**config.mk**
```make
export PLATFORM = sky130hd
export DESIGN_NAME = stab_delay_timer
export DESIGN_NICKNAME = d
export VERILOG_FILES = /design/src/rtl/stab_delay_pkg.sv /design/src/rtl/sdt_counter.sv /design/src/rtl/sdt_match.sv /design/src/rtl/sdt_sequencer.sv /design/src/rtl/stab_delay_timer.sv
export SDC_FILE = /design/constraint.sdc
export NUM_CORES = 1
export LEC_CHECK = 0
export BUFFER_PORTS_ARGS = -buffer_cell sky130_fd_sc_hd__buf_2
export CORE_ASPECT_RATIO = 0.75
export CORE_MARGIN = 2
export CORE_UTILIZATION = 30
export CTS_CLUSTER_SIZE = 20
export DETAILED_ROUTE_END_ITERATION = 7
export GPL_ROUTABILITY_DRIVEN = 1
export PLACE_DENSITY_LB_ADDON = 0.1
export RECOVER_POWER = 50
export SLEW_MARGIN = 10
export SYNTH_ARGS = -nofsm -noshare
export SYNTH_HDL_FRONTEND = slang
export SYNTH_HIERARCHICAL = 1
export SYNTH_SLANG_ARGS = --single-unit
```
**constraint.sdc**
```tcl
create_clock -name osc_clk -period 2.5 [get_ports osc_clk]
set_input_delay 0.5 -clock osc_clk [delete_from_list [all_inputs] [get_ports osc_clk]]
set_output_delay 0.5 -clock osc_clk [all_outputs]
set_load 0.05 [all_outputs]
```
**src/rtl/stab_delay_pkg.sv**
```systemverilog
package stab_delay_pkg;

   typedef enum logic [2:0] {
      SEQ_PORHOLD = 3'd0,
      SEQ_PORGAP  = 3'd1,
      SEQ_RUN     = 3'd2,
      SEQ_STOPPED = 3'd3,
      SEQ_WAKING  = 3'd4
   } seq_state_t;

   // indices of the count targets decoded by the sequencer
   localparam int unsigned TGT_HOLD  = 0;
   localparam int unsigned TGT_GAP   = 1;
   localparam int unsigned TGT_SHORT = 2;
   localparam int unsigned TGT_LONG  = 3;
   localparam int unsigned TGT_NUM   = 4;

endpackage

```
**src/rtl/sdt_counter.sv**
```systemverilog
module sdt_counter #(
   parameter int unsigned CNT_W = 12
) (
   input  logic             clk_i,
   input  logic             por_i,
   input  logic             clr_i,
   output logic [CNT_W-1:0] cnt_o,
   output logic             wrap_o
);

   localparam logic [CNT_W-1:0] ONE  = CNT_W'(1);
   localparam logic [CNT_W-1:0] ONES = {CNT_W{1'b1}};

   generate
      if (CNT_W < 2 || CNT_W > 30) begin : g_bad_width
         $error("sdt_counter: CNT_W out of range");
      end
   endgenerate

   always_ff @(negedge clk_i or posedge por_i) begin
      if (por_i) begin
         cnt_o  <= '0;
         wrap_o <= 1'b0;
      end else begin
         cnt_o  <= clr_i ? '0 : (cnt_o + ONE);
         wrap_o <= !clr_i && (cnt_o == ONES);
      end
   end


   count_step_chk: assert property (@(negedge clk_i) disable iff (por_i)
      !clr_i |=> (cnt_o == CNT_W'($past(cnt_o) + ONE)));


   tick_width_chk: assert property (@(negedge clk_i) disable iff (por_i)
      wrap_o |=> !wrap_o);


   tick_at_zero_chk: assert property (@(negedge clk_i) disable iff (por_i)
      wrap_o |-> (cnt_o == '0));

endmodule

```
**src/rtl/sdt_match.sv**
```systemverilog
module sdt_match #(
   parameter int unsigned CNT_W  = 12,
   parameter int unsigned TARGET = 0
) (
   input  logic [CNT_W-1:0] cnt_i,
   output logic             hit_o
);

   localparam int unsigned     MOD   = 1 << CNT_W;
   localparam logic [CNT_W-1:0] TGT_V = CNT_W'(TARGET);

   generate
      if (TARGET >= MOD) begin : g_bad_target
         $error("sdt_match: TARGET does not fit the counter");
      end
      if (TARGET == MOD - 1) begin : g_all_ones
         assign hit_o = &cnt_i;
      end else if (TARGET == 0) begin : g_zero
         assign hit_o = ~|cnt_i;
      end else begin : g_compare
         assign hit_o = (cnt_i == TGT_V);
      end
   endgenerate

endmodule

```
**src/rtl/sdt_sequencer.sv**
```systemverilog
module sdt_sequencer
   import stab_delay_pkg::*;
#(
   parameter int unsigned CNT_W     = 12,
   parameter int unsigned HOLD_CYC  = 4096,
   parameter int unsigned GAP_CYC   = 64,
   parameter int unsigned SHORT_CYC = 32,
   parameter int unsigned LONG_CYC  = 4096
) (
   input  logic             clk_i,
   input  logic             por_i,
   input  logic             stop_i,
   input  logic             wake_i,
   input  logic             short_i,
   input  logic [CNT_W-1:0] cnt_i,
   output logic             clr_o,
   output logic             rst_pin_n_o,
   output logic             cpu_rst_n_o,
   output logic             bus_clk_en_o
);

   localparam int unsigned MOD = 1 << CNT_W;
   localparam logic [CNT_W-1:0] AT_PIN   = CNT_W'(HOLD_CYC % MOD);
   localparam logic [CNT_W-1:0] AT_CPU   = CNT_W'((HOLD_CYC + GAP_CYC) % MOD);
   localparam logic [CNT_W-1:0] AT_SHORT = CNT_W'(SHORT_CYC % MOD);
   localparam logic [CNT_W-1:0] AT_LONG  = CNT_W'(LONG_CYC % MOD);

   function automatic int unsigned tgt_of(input int unsigned k);
      case (k)
         TGT_HOLD:  return (HOLD_CYC - 1) % MOD;
         TGT_GAP:   return (HOLD_CYC + GAP_CYC - 1) % MOD;
         TGT_SHORT: return (SHORT_CYC - 1) % MOD;
         default:   return (LONG_CYC - 1) % MOD;
      endcase
   endfunction

   generate
      if (HOLD_CYC < 1 || HOLD_CYC > MOD) begin : g_bad_hold
         $error("sdt_sequencer: HOLD_CYC must lie in 1..2**CNT_W");
      end
      if (GAP_CYC < 1 || GAP_CYC > MOD) begin : g_bad_gap
         $error("sdt_sequencer: GAP_CYC must lie in 1..2**CNT_W");
      end
      if (SHORT_CYC < 1 || SHORT_CYC > MOD) begin : g_bad_short
         $error("sdt_sequencer: SHORT_CYC must lie in 1..2**CNT_W");
      end
      if (LONG_CYC < 1 || LONG_CYC > MOD) begin : g_bad_long
         $error("sdt_sequencer: LONG_CYC must lie in 1..2**CNT_W");
      end
   endgenerate

   logic [TGT_NUM-1:0] hit;

   generate
      for (genvar k = 0; k < TGT_NUM; k++) begin : g_match
         sdt_match #(
            .CNT_W  (CNT_W),
            .TARGET (tgt_of(k))
         ) u_match (
            .cnt_i (cnt_i),
            .hit_o (hit[k])
         );
      end
   endgenerate

   seq_state_t state_q, state_d;
   logic       short_q;
   logic       rec_done;

   assign rec_done = short_q ? hit[TGT_SHORT] : hit[TGT_LONG];

   always_comb begin
      state_d = state_q;
      case (state_q)
         SEQ_PORHOLD: if (hit[TGT_HOLD]) state_d = SEQ_PORGAP;
         SEQ_PORGAP:  if (hit[TGT_GAP])  state_d = SEQ_RUN;
         SEQ_RUN:     if (stop_i)        state_d = SEQ_STOPPED;
         SEQ_STOPPED: if (wake_i)        state_d = SEQ_WAKING;
         SEQ_WAKING:  if (rec_done)      state_d = SEQ_RUN;
         default:                        state_d = SEQ_PORHOLD;
      endcase
   end

   always_ff @(negedge clk_i or posedge por_i) begin
      if (por_i) begin
         state_q <= SEQ_PORHOLD;
         short_q <= 1'b0;
      end else begin
         state_q <= state_d;
         if (state_q == SEQ_STOPPED && wake_i) short_q <= short_i;
      end
   end

   assign clr_o        = (state_q == SEQ_STOPPED) || (state_q == SEQ_RUN && stop_i);
   assign rst_pin_n_o  = (state_q != SEQ_PORHOLD);
   assign cpu_rst_n_o  = (state_q != SEQ_PORHOLD) && (state_q != SEQ_PORGAP);
   assign bus_clk_en_o = (state_q == SEQ_RUN);


   pin_release_chk: assert property (@(negedge clk_i) disable iff (por_i)
      $rose(rst_pin_n_o) |-> (cnt_i == AT_PIN));


   cpu_release_chk: assert property (@(negedge clk_i) disable iff (por_i)
      $rose(cpu_rst_n_o) |-> (cnt_i == AT_CPU));


   stop_clear_chk: assert property (@(negedge clk_i) disable iff (por_i)
      (state_q == SEQ_RUN && stop_i) |=> (cnt_i == '0 && !bus_clk_en_o));


   wake_len_chk: assert property (@(negedge clk_i) disable iff (por_i)
      ($rose(bus_clk_en_o) && $past(state_q) == SEQ_WAKING)
         |-> (cnt_i == (short_q ? AT_SHORT : AT_LONG)));


   short_hold_chk: assert property (@(negedge clk_i) disable iff (por_i)
      (state_q == SEQ_WAKING) |=> $stable(short_q));


   wake_ignored_chk: assert property (@(negedge clk_i) disable iff (por_i)
      (state_q == SEQ_WAKING) |=> (state_q == SEQ_WAKING || state_q == SEQ_RUN));

endmodule

```
**src/rtl/stab_delay_timer.sv**
```systemverilog
module stab_delay_timer #(
   parameter int unsigned CNT_W     = 12,
   parameter int unsigned HOLD_CYC  = 4096,
   parameter int unsigned GAP_CYC   = 64,
   parameter int unsigned SHORT_CYC = 32,
   parameter int unsigned LONG_CYC  = 4096
) (
   input  logic osc_clk,
   input  logic por_req,
   input  logic stop_req,
   input  logic wake_req,
   input  logic short_rec,
   output logic rst_pin_n,
   output logic cpu_rst_n,
   output logic bus_clk_en,
   output logic wdog_tick
);

   logic [CNT_W-1:0] cnt;
   logic             clr;

   sdt_counter #(
      .CNT_W (CNT_W)
   ) u_counter (
      .clk_i  (osc_clk),
      .por_i  (por_req),
      .clr_i  (clr),
      .cnt_o  (cnt),
      .wrap_o (wdog_tick)
   );

   sdt_sequencer #(
      .CNT_W     (CNT_W),
      .HOLD_CYC  (HOLD_CYC),
      .GAP_CYC   (GAP_CYC),
      .SHORT_CYC (SHORT_CYC),
      .LONG_CYC  (LONG_CYC)
   ) u_seq (
      .clk_i        (osc_clk),
      .por_i        (por_req),
      .stop_i       (stop_req),
      .wake_i       (wake_req),
      .short_i      (short_rec),
      .cnt_i        (cnt),
      .clr_o        (clr),
      .rst_pin_n_o  (rst_pin_n),
      .cpu_rst_n_o  (cpu_rst_n),
      .bus_clk_en_o (bus_clk_en)
   );


   por_quiet_chk: assert property (@(negedge osc_clk)
      por_req |-> (!rst_pin_n && !cpu_rst_n && !bus_clk_en && !wdog_tick));

endmodule

```
== After elaboration in Yosys (flattened, before gate mapping) ==
Index checks and enable logic that the tools add are counted.

* Flip-flop bits (word level): 17
* Latch bits: 0
* Memory bits (writable): 0
* Bits in read-only memories: 0
* Input bits: 5
* Output and inout bits: 4
* Word-level logic and storage cells: 36
* Memories kept: 0

* Add/subtract/negate cells: 1
* Multiply operators: 0
* Divide/modulo/power cells: 0
* $lt $le $gt $ge: 0
* Eq/ne operators: 13
* Shifts and indexed selects: 0
* Multiplexer cells: 8
* Bitwise gates (word level): 0
* Reductions and logical operators: 10

{| class="wikitable"
|+ Operators by type and width
! operator !! number
|-
| 3-bit 2-to-1 mux || 5
|-
| 3-bit case mux with 5 select lines || 1
|-
| 12-bit by 1-bit adder with 12-bit output, second input constant || 1
|-
| 12-bit == test, second input constant || 1
|-
| 12-bit by 5-bit == test with 1-bit output, second input constant || 1
|-
| 12-bit by 6-bit == test with 1-bit output, second input constant || 1
|-
| 12-bit 2-to-1 mux || 1
|-
| 12-bit AND reduction || 1
|-
| 2-bit inequality test, second input constant || 4
|-
| 3-bit by 2-bit == test with 1-bit output, second input constant || 2
|-
| 5-bit AND reduction || 1
|-
| 1-bit logical AND || 4
|-
| 3-bit by 1-bit == test with 1-bit output, second input constant || 1
|-
| 3-bit == test, second input constant || 1
|-
| 3-bit logical NOT || 1
|-
| 3-bit by 1-bit inequality test with 1-bit output, second input constant || 1
|-
| 3-bit nonzero test || 1
|-
| 2-bit by 1-bit inequality test with 1-bit output, second input constant || 1
|-
| 1-bit logical NOT || 1
|-
| 1-bit logical OR || 1
|-
| 1-bit 2-to-1 mux || 1
|}

== Longest topological paths before layout ==
Gate-level depths: netlist (run 1).

* Word-level depth: 5
* Mapped depth: 5
* Gate-level depth less buffers: 5

== By module ==
The synthesis (run 1) kept the hierarchy.

{| class="wikitable"
|+ By module, submodules not included
! module !! instances !! cells each !! area an instance (µm²) !! seq. area each (µm²)
|-
| sdt_counter || 1 || 58 || 591.8 || 325.3
|-
| sdt_sequencer || 1 || 26 || 242.7 || 100.1
|-
| sdt_match at u_seq.g_match[0].u_match ... || 2 || 4 || 28.8 || 0.0
|-
| sdt_match at u_seq.g_match[2].u_match || 1 || 4 || 41.3 || 0.0
|-
| sdt_match at u_seq.g_match[1].u_match || 1 || 4 || 40.0 || 0.0
|}

==> results of run 1 <==
-- power breakdown --
part           total [mW]  leakage (nW)  internal (mW)  switching [mW]
clock               0.200        0.0228          0.113          0.0875
sequential          0.531         0.225          0.377           0.154
combinational       0.579         0.214          0.272           0.307
-- through the flow --
| stage | hold WS (ns) | setup slack [ns] | power (mW) | utilization (%) | TNS, ns |
|---|---|---|---|---|---|
| after floorplan | 0.411 | -0.161 | 0.899 | - | -0.376 |
| after global placement | 0.452 | -0.181 | 1.05 | 36.7 | -0.420 |
| after detailed placement | 0.454 | -0.188 | 1.06 | 36.7 | -0.450 |
| after CTS | 0.456 | -0.418 | 1.32 | 39.2 | -1.20 |
| after global routing | 0.470 | -0.447 | 1.41 | 39.3 | -1.31 |
| final | 0.452 | -0.408 | 1.31 | 39.3 | -1.15 |
-- layout make-up --
cell class | instances | area (sq um)
fill | 305 | 1830
timing repair buffer | 16 | 125
multi-input combinational | 77 | 533
tap | 38 | 47.5
inverter | 3 | 11.3
clock buffer | 4 | 45.0
sequential | 17 | 425
-- cells by family (layout without fill, tap and decap cells) --
logic type	count (synthesis)	after routing	synth area share (%)
simple gates	52	52	35.2
buf+inv	6	23	2.83
compound gates	19	19	12.0
flops	17	17	43.7
mux	2	2	2.31
fa+ha+maj	1	1	1.29
xor+xnor	3	3	2.70
-- state kept, by name (all words and copies together), names as in the netlist --
name              cells
u_seq/state_q         3
u_counter/wrap_o      1
u_seq/short_q         1
u_counter/cnt_o      12
-- Yosys cell counts --
| cell | count |
|---|---|
| xor2_1 | 2 |
| nand4b_1 | 2 |
| nand4bb_1 | 1 |
| nand4_1 | 8 |
| or3_1 | 4 |
| nand3_2 | 1 |
| or2_0 | 1 |
| or2_2 | 1 |
| o21ai_0 | 4 |
| nor4bb_1 | 2 |
| xnor2_1 | 1 |
| or4b_1 | 1 |
| a311oi_1 | 1 |
| nor2b_1 | 2 |
| buf_2 | 1 |
| buf_4 | 1 |
| clkbuf_1 | 1 |
| nor4_1 | 1 |
| a211oi_1 | 1 |
| nand3_1 | 3 |
| o31ai_1 | 4 |
| mux2_2 | 1 |
| nor2_1 | 8 |
| ha_1 | 1 |
| or4_1 | 4 |
| dfrtn_1 | 17 |
| and3_1 | 1 |
| nor4b_2 | 1 |
| mux2_1 | 1 |
| a21oi_1 | 8 |
| nand2b_1 | 3 |
| nor3_2 | 3 |
| a311o_1 | 1 |
| inv_1 | 3 |
| nand3b_1 | 1 |
| nand2_1 | 4 |
-- worst paths after layout --
check                                             start                       endpoint  slack [ns]  depth (start not counted)
setup / recovery           u_seq/state_q[2]$_DFFE_NP0P_                      rst_pin_n       -0.41                          2
hold / removal             u_counter/cnt_o[0]$_DFF_NP0_   u_counter/cnt_o[0]$_DFF_NP0_        0.45                          1
setup reg to reg           u_counter/cnt_o[3]$_DFF_NP0_  u_counter/cnt_o[11]$_DFF_NP0_        0.81                          3
hold reg to reg            u_counter/cnt_o[0]$_DFF_NP0_   u_counter/cnt_o[0]$_DFF_NP0_        0.45                          1
max in group asynchronous                       por_req     u_counter/wrap_o$_DFF_NP0_        0.48                          3
min in group asynchronous                       por_req      u_seq/short_q$_DFFE_NP0P_        1.27                          2
-- worst reg2reg max path: cells and delay by family, from the launching register on --
| kind | cells | cell delay, ns |
|---|---|---|
| AND/OR/NAND/NOR | 2 | 1.01 |
| flip-flops | 1 | 0.56 |
| AO/OA/AOI/OAI | 1 | 0.15 |
-- metal layers --
metal,wire (um),share of wire [%],vias to the layer above
met5,0,0,-
met4,0,0,0
met3,85,4.1,0
met2,870,42,12
met1,1140,54,394
li1,-,-,416
-- layout by cell type (no fill, tap or decap), types with 4 or more instances in the layout --
cell type	Yosys	layout
a21oi_1	8	8
dfrtn_1	17	17
or4_1	4	4
nand4_1	8	8
buf_4	1	7
nand2_1	4	4
buf_2	1	4
o21ai_0	4	4
nor2_1	8	7
o31ai_1	4	4
-- what timing repair did --
action,CTS,global route
buffers inserted,0,1
gates resized for setup,9,0
endpoints found under the setup margin,4,4
pin swaps,1,0
==> results.txt, run 1 <==
outcome - complete, but fails checks
violated checks - negative setup slack
largest cells by area after synthesis - dfrtn_1, nand4_1, a21oi_1
Die Y - 53.3 um
RSZ-0062 raised after global routing - true
Max Slew Vio Count - 0
Hold Fails Final Rpt - 0
largest net degree at the start of global routing - 14
CTS Hold Bufs - 0
met2 Resource Use GR - 18.7%
core area - 3020 sq um
static leakage - 0.462 nW
PortBufs - 8
Skew-Pair Late Insertion Delay - 0.26 ns
Final WS setup - -0.408 ns
post-route ant nets - 0
DRT Wirelength - 2100 um
Critical Path RT - 2.00 ns
Clock Root Buffer - clkbuf_8
Worst Setup End Kind - primary output
synth-to-layout area growth - 22.0%
final setup fails - 4
GR Util met1 - 17.1%
Synth Instances - 100
nets@finish - 124
Starting DRT DRC Count - 36
Syn. warnings - 6
Final Cell Area - 1190 sq um
Inserted Clock Buffers - 3
Placed Area - 1110 sq um
GRT Residual Overflow - 0
met3 GRT Util - 3.43%
CP Launch Type - register
Max-slew headroom - 53.2%
net count after synthesis - 106
power density over the cells - 1100 nW/um^2
worst-path fanout max - 4
Die Wd - 69.8 um
Netlist cell types - 36
Worst EP arrival - 2.41 ns
Worst VDD drop - 0.440 mV
non-filler instance count after layout - 155
GRT Util Overall - 12.1%
number of top-level pins - 9
Placed Instances - 150
slowest CP cell - or3_4
critical path type - register to primary output
skew final - 0.00120 ns
DRT Pass-1 Iters - 4
gr busiest metal - met2
DP HPWL - 1590 um
Routed WL per cell - 13.5 um
share of cells above drive strength 1 - 23.1%
DRC - 0
H-tree depth - 1
first-pass GRT wire length - 3470 um
Clock transition at path regs - 0.05 ns
Initial Util - 32.2%
Crit path max-delay family - simple AND/OR/NAND/NOR gates
post-synthesis register bit count - 17
vias in the first global route - 750
post-synth top area cell - dfrtn_1
crit-path cells - or3_4 -> buf_8
# diodes - 0
Worst Max-Slew Pin Slew - 0.702 ns
CP max stage delay - 0.38 ns
Vias - 822
Syn Area/Cell - 9.73 sq um
CTS Sinks - 17
CTS tree - built
clk buf depth - 2
part of the Yosys area used for sequential elements - 43.7%
# rows - 17
Worst Hold Class - register to register
Critical path buffers and inverters - 1
Placer Congestion - 0.749
Syn Std Cell Area - 973 sq um
max_cap viols - 0
drt via density - 5.30
top cell type's share of synthesized area - 43.7%
Die ar. - 3720 sq um
initial antenna violation count - 0
(Power assumes the default switching activity.)
==> inputs of run 2 (changes only) <==
--- a/config.mk
+++ b/config.mk
@@ -5,7 +5,9 @@
 export SDC_FILE = /design/constraint.sdc
 export NUM_CORES = 1
 export LEC_CHECK = 0
+export ABC_AREA = 1
 export BUFFER_PORTS_ARGS = -buffer_cell sky130_fd_sc_hd__buf_2
+export CAP_MARGIN = 20
 export CORE_ASPECT_RATIO = 0.75
 export CORE_MARGIN = 2
 export CORE_UTILIZATION = 30
==> run 2 against run 1 <==
  * Area after synthesis is 15% higher
  * Highest routed layer is now met4
  * Via count is 27% higher
  * Clock-buffer cell count stayed put
  * Routed wire length is 16% higher
  * The flow still finishes with violations (negative setup slack)
  * Utilization is 0.33 points higher
  * Die area is 14% higher
  * Largest power group is now registers
==> results.txt, run 2 <==
met3 GRT Util - 2.15%
gr busiest metal - met1
RSZ-0062 raised after global routing - true
CP Launch Type - register
crit-path cells - buf_4 -> nor2_4 -> nand2_4 -> nand2_4 -> clkinvlp_4 -> buf_8
first-pass GRT wire length - 4260 um
non-filler instance count after layout - 247
FFs w/ async S/R, synth - 100%
initial antenna violation count - 0
DRT Pass-1 Iters - 4
Final Cell Area - 1430 sq um
Max Slew Vio Count - 0
top flop regs - u_counter/cnt_o (12), u_seq/state_q (3)
CP max stage delay - 0.36 ns
Crit path max-delay family - buffers and inverters
ys flop type - dfrtn_1
Die Wd - 74.4 um
Die ar. - 4220 sq um
outcome - complete, but fails checks
Worst EP arrival - 2.51 ns
static leakage - 0.707 nW
violated checks - negative setup slack
Clock Root Buffer - clkbuf_8
Critical path buffers and inverters - 3
number of flip-flops in the largest register - 12
worst-path fanout max - 3
Post-synth top cells - nand2_1, inv_1, nor2_1, dfrtn_1, nor2_2
Placed Instances - 241
final setup fails - 4
Vias - 1045
Clock transition at path regs - 0.05 ns
Placer Congestion - 0.854
Multi-input gate area - 603 sq um
# rows - 19
Starting DRT DRC Count - 48
DRC - 0
CTS Hold Bufs - 0
CTS tree - built
net count after synthesis - 175
worst hold slack - 0.468 ns
Worst Max-Slew Pin Slew - 0.724 ns
PortBufs - 8
Max-slew headroom - 51.7%
Worst VDD drop - 0.295 mV
Critical Path RT - 2.00 ns
power density over the cells - 344 nW/um^2
Routed WL per cell - 9.81 um
post-synth top area cell - dfrtn_1
most flop-heavy register - u_counter/cnt_o
skew final - 0.000514 ns
Worst Setup End Kind - primary output
DP HPWL - 1950 um
Worst Hold Class - register to register
Final WS setup - -0.509 ns
max_cap viols - 0
Die Y - 56.8 um
Netlist cell types - 21
nets@finish - 202
met2 Resource Use GR - 18.2%
most frequent cells in the layout - nand2_1, nor2_1, inv_1, dfrtn_1, buf_4
Synth Instances - 169
DRT Wirelength - 2420 um
number of top-level pins - 9
GRT Residual Overflow - 0
GRT Util Overall - 13.0%
slowest CP cell - dfrtn_1
# diodes - 0
post-synthesis register bit count - 17
Hold Fails Final Rpt - 0
critical path type - register to primary output
share of cells above drive strength 1 - 24.6%
commonest non-fill, non-tap cell in the layout - nand2_1
top-count cell post-synth - nand2_1
Syn Area/Cell - 6.60 sq um
synth-to-layout area growth - 28.5%
Syn. warnings - 6
Inserted Clock Buffers - 3
post-route ant nets - 0
GR Util met1 - 19.9%
Placed Area - 1330 sq um
register area - 425 sq um
Final Util - 39.6%
# fillers - 405
Crit path top cell by count - nand2_4
top cell type's share of synthesized area - 38.2%
Syn Std Cell Area - 1110 sq um
largest cells by area after synthesis - dfrtn_1, nand2_1, inv_1
Initial Util - 30.9%
H-tree depth - 1
part of the Yosys area used for sequential elements - 38.2%
core area - 3610 sq um
clk buf depth - 2
drt via density - 4.23
CTS Sinks - 17
largest net degree at the start of global routing - 14
vias in the first global route - 962
EDFF count, synth - 0
Skew-Pair Late Insertion Delay - 0.26 ns
==> run 2: changes by cell type in the layout (fill, tap and decap cells not counted), sizes merged, moves of 3 or more <==
cell    previous run  this run
nand4              8         5
buf               15        21
nand2b             3         0
or4                4         0
nand3              4         7
nor2               8        40
inv                3        29
o31ai              4         0
a21oi              8         4
or3                4         0
nand2              4        52
==> run 2: path summary, 6_finish.rpt <==
kind                                               from                      endpoint  slack, ns  cells past startpoint
max in group asynchronous                       por_req  u_counter/cnt_o[7]$_DFF_NP0_       0.46                      3
setup / recovery           u_seq/state_q[0]$_DFFE_NP0P_                     cpu_rst_n      -0.51                      6
setup reg to reg           u_seq/state_q[1]$_DFFE_NP0P_  u_counter/cnt_o[3]$_DFF_NP0_       0.90                      6
hold reg to reg            u_counter/cnt_o[0]$_DFF_NP0_  u_counter/cnt_o[0]$_DFF_NP0_       0.47                      1
min in group asynchronous                       por_req     u_seq/short_q$_DFFE_NP0P_       1.26                      2
hold / removal             u_counter/cnt_o[0]$_DFF_NP0_  u_counter/cnt_o[0]$_DFF_NP0_       0.47                      1
==> run 2: area by class of cell <==
type / count / area share [%]
tap: 52 / 4.54
multi-input combinational: 121 / 42.1
inverter: 31 / 8.65
clock buffer: 4 / 3.14
timing repair buffer: 22 / 11.9
sequential: 17 / 29.7
==> run 2: per-layer routing <==
| layer | up-vias | wire (um) |
|---|---|---|
| met5 | - | 0 |
| met3 | 4 | 91 |
| li1 | 568 | - |
| met4 | 0 | 27 |
| met2 | 16 | 1030 |
| met1 | 457 | 1280 |
==> run 2: power by group <==
group	leakage (nW)	internal [mW]	switching (mW)
sequential	0.218	0.277	0
clock	0.0228	0.113	0.0915
combinational	0.466	0.00381	0.00744
total	0.707	0.394	0.0990
==> run 2: metrics by stage <==
step	worst slack [ns]	setup TNS (ns)	power, mW
2_1_floorplan	-0.272	-0.421	0.286
3_5_place_dp	-0.310	-1.64	0.294
4_1_cts	-0.518	-1.55	0.501
6_report	-0.509	-1.47	0.492
5_1_grt	-0.551	-1.63	0.511
3_3_place_gp	-0.290	-1.77	0.294
==> run 2: logic make-up (layout without fill, tap and decap cells) <==
family / Yosys count / count (layout) / share of synthesized area [%]
AOI/OAI and AO/OA: 13 / 13 / 6.96
xor gates and xnor gates: 1 / 1 / 0.786
adders and majority gates: 1 / 1 / 1.12
buffers and inverters: 31 / 57 / 10.4
DFF: 17 / 17 / 38.2
and+or+nand+nor: 106 / 106 / 42.5
==> run 2: what timing repair did <==
action                                  in CTS  in global routing
setup buffers                                2                  0
endpoints found under the hold margin        0                  0
gates resized for setup                     13                  2
pin swaps                                    3                  0
endpoints found under the setup margin       4                  4
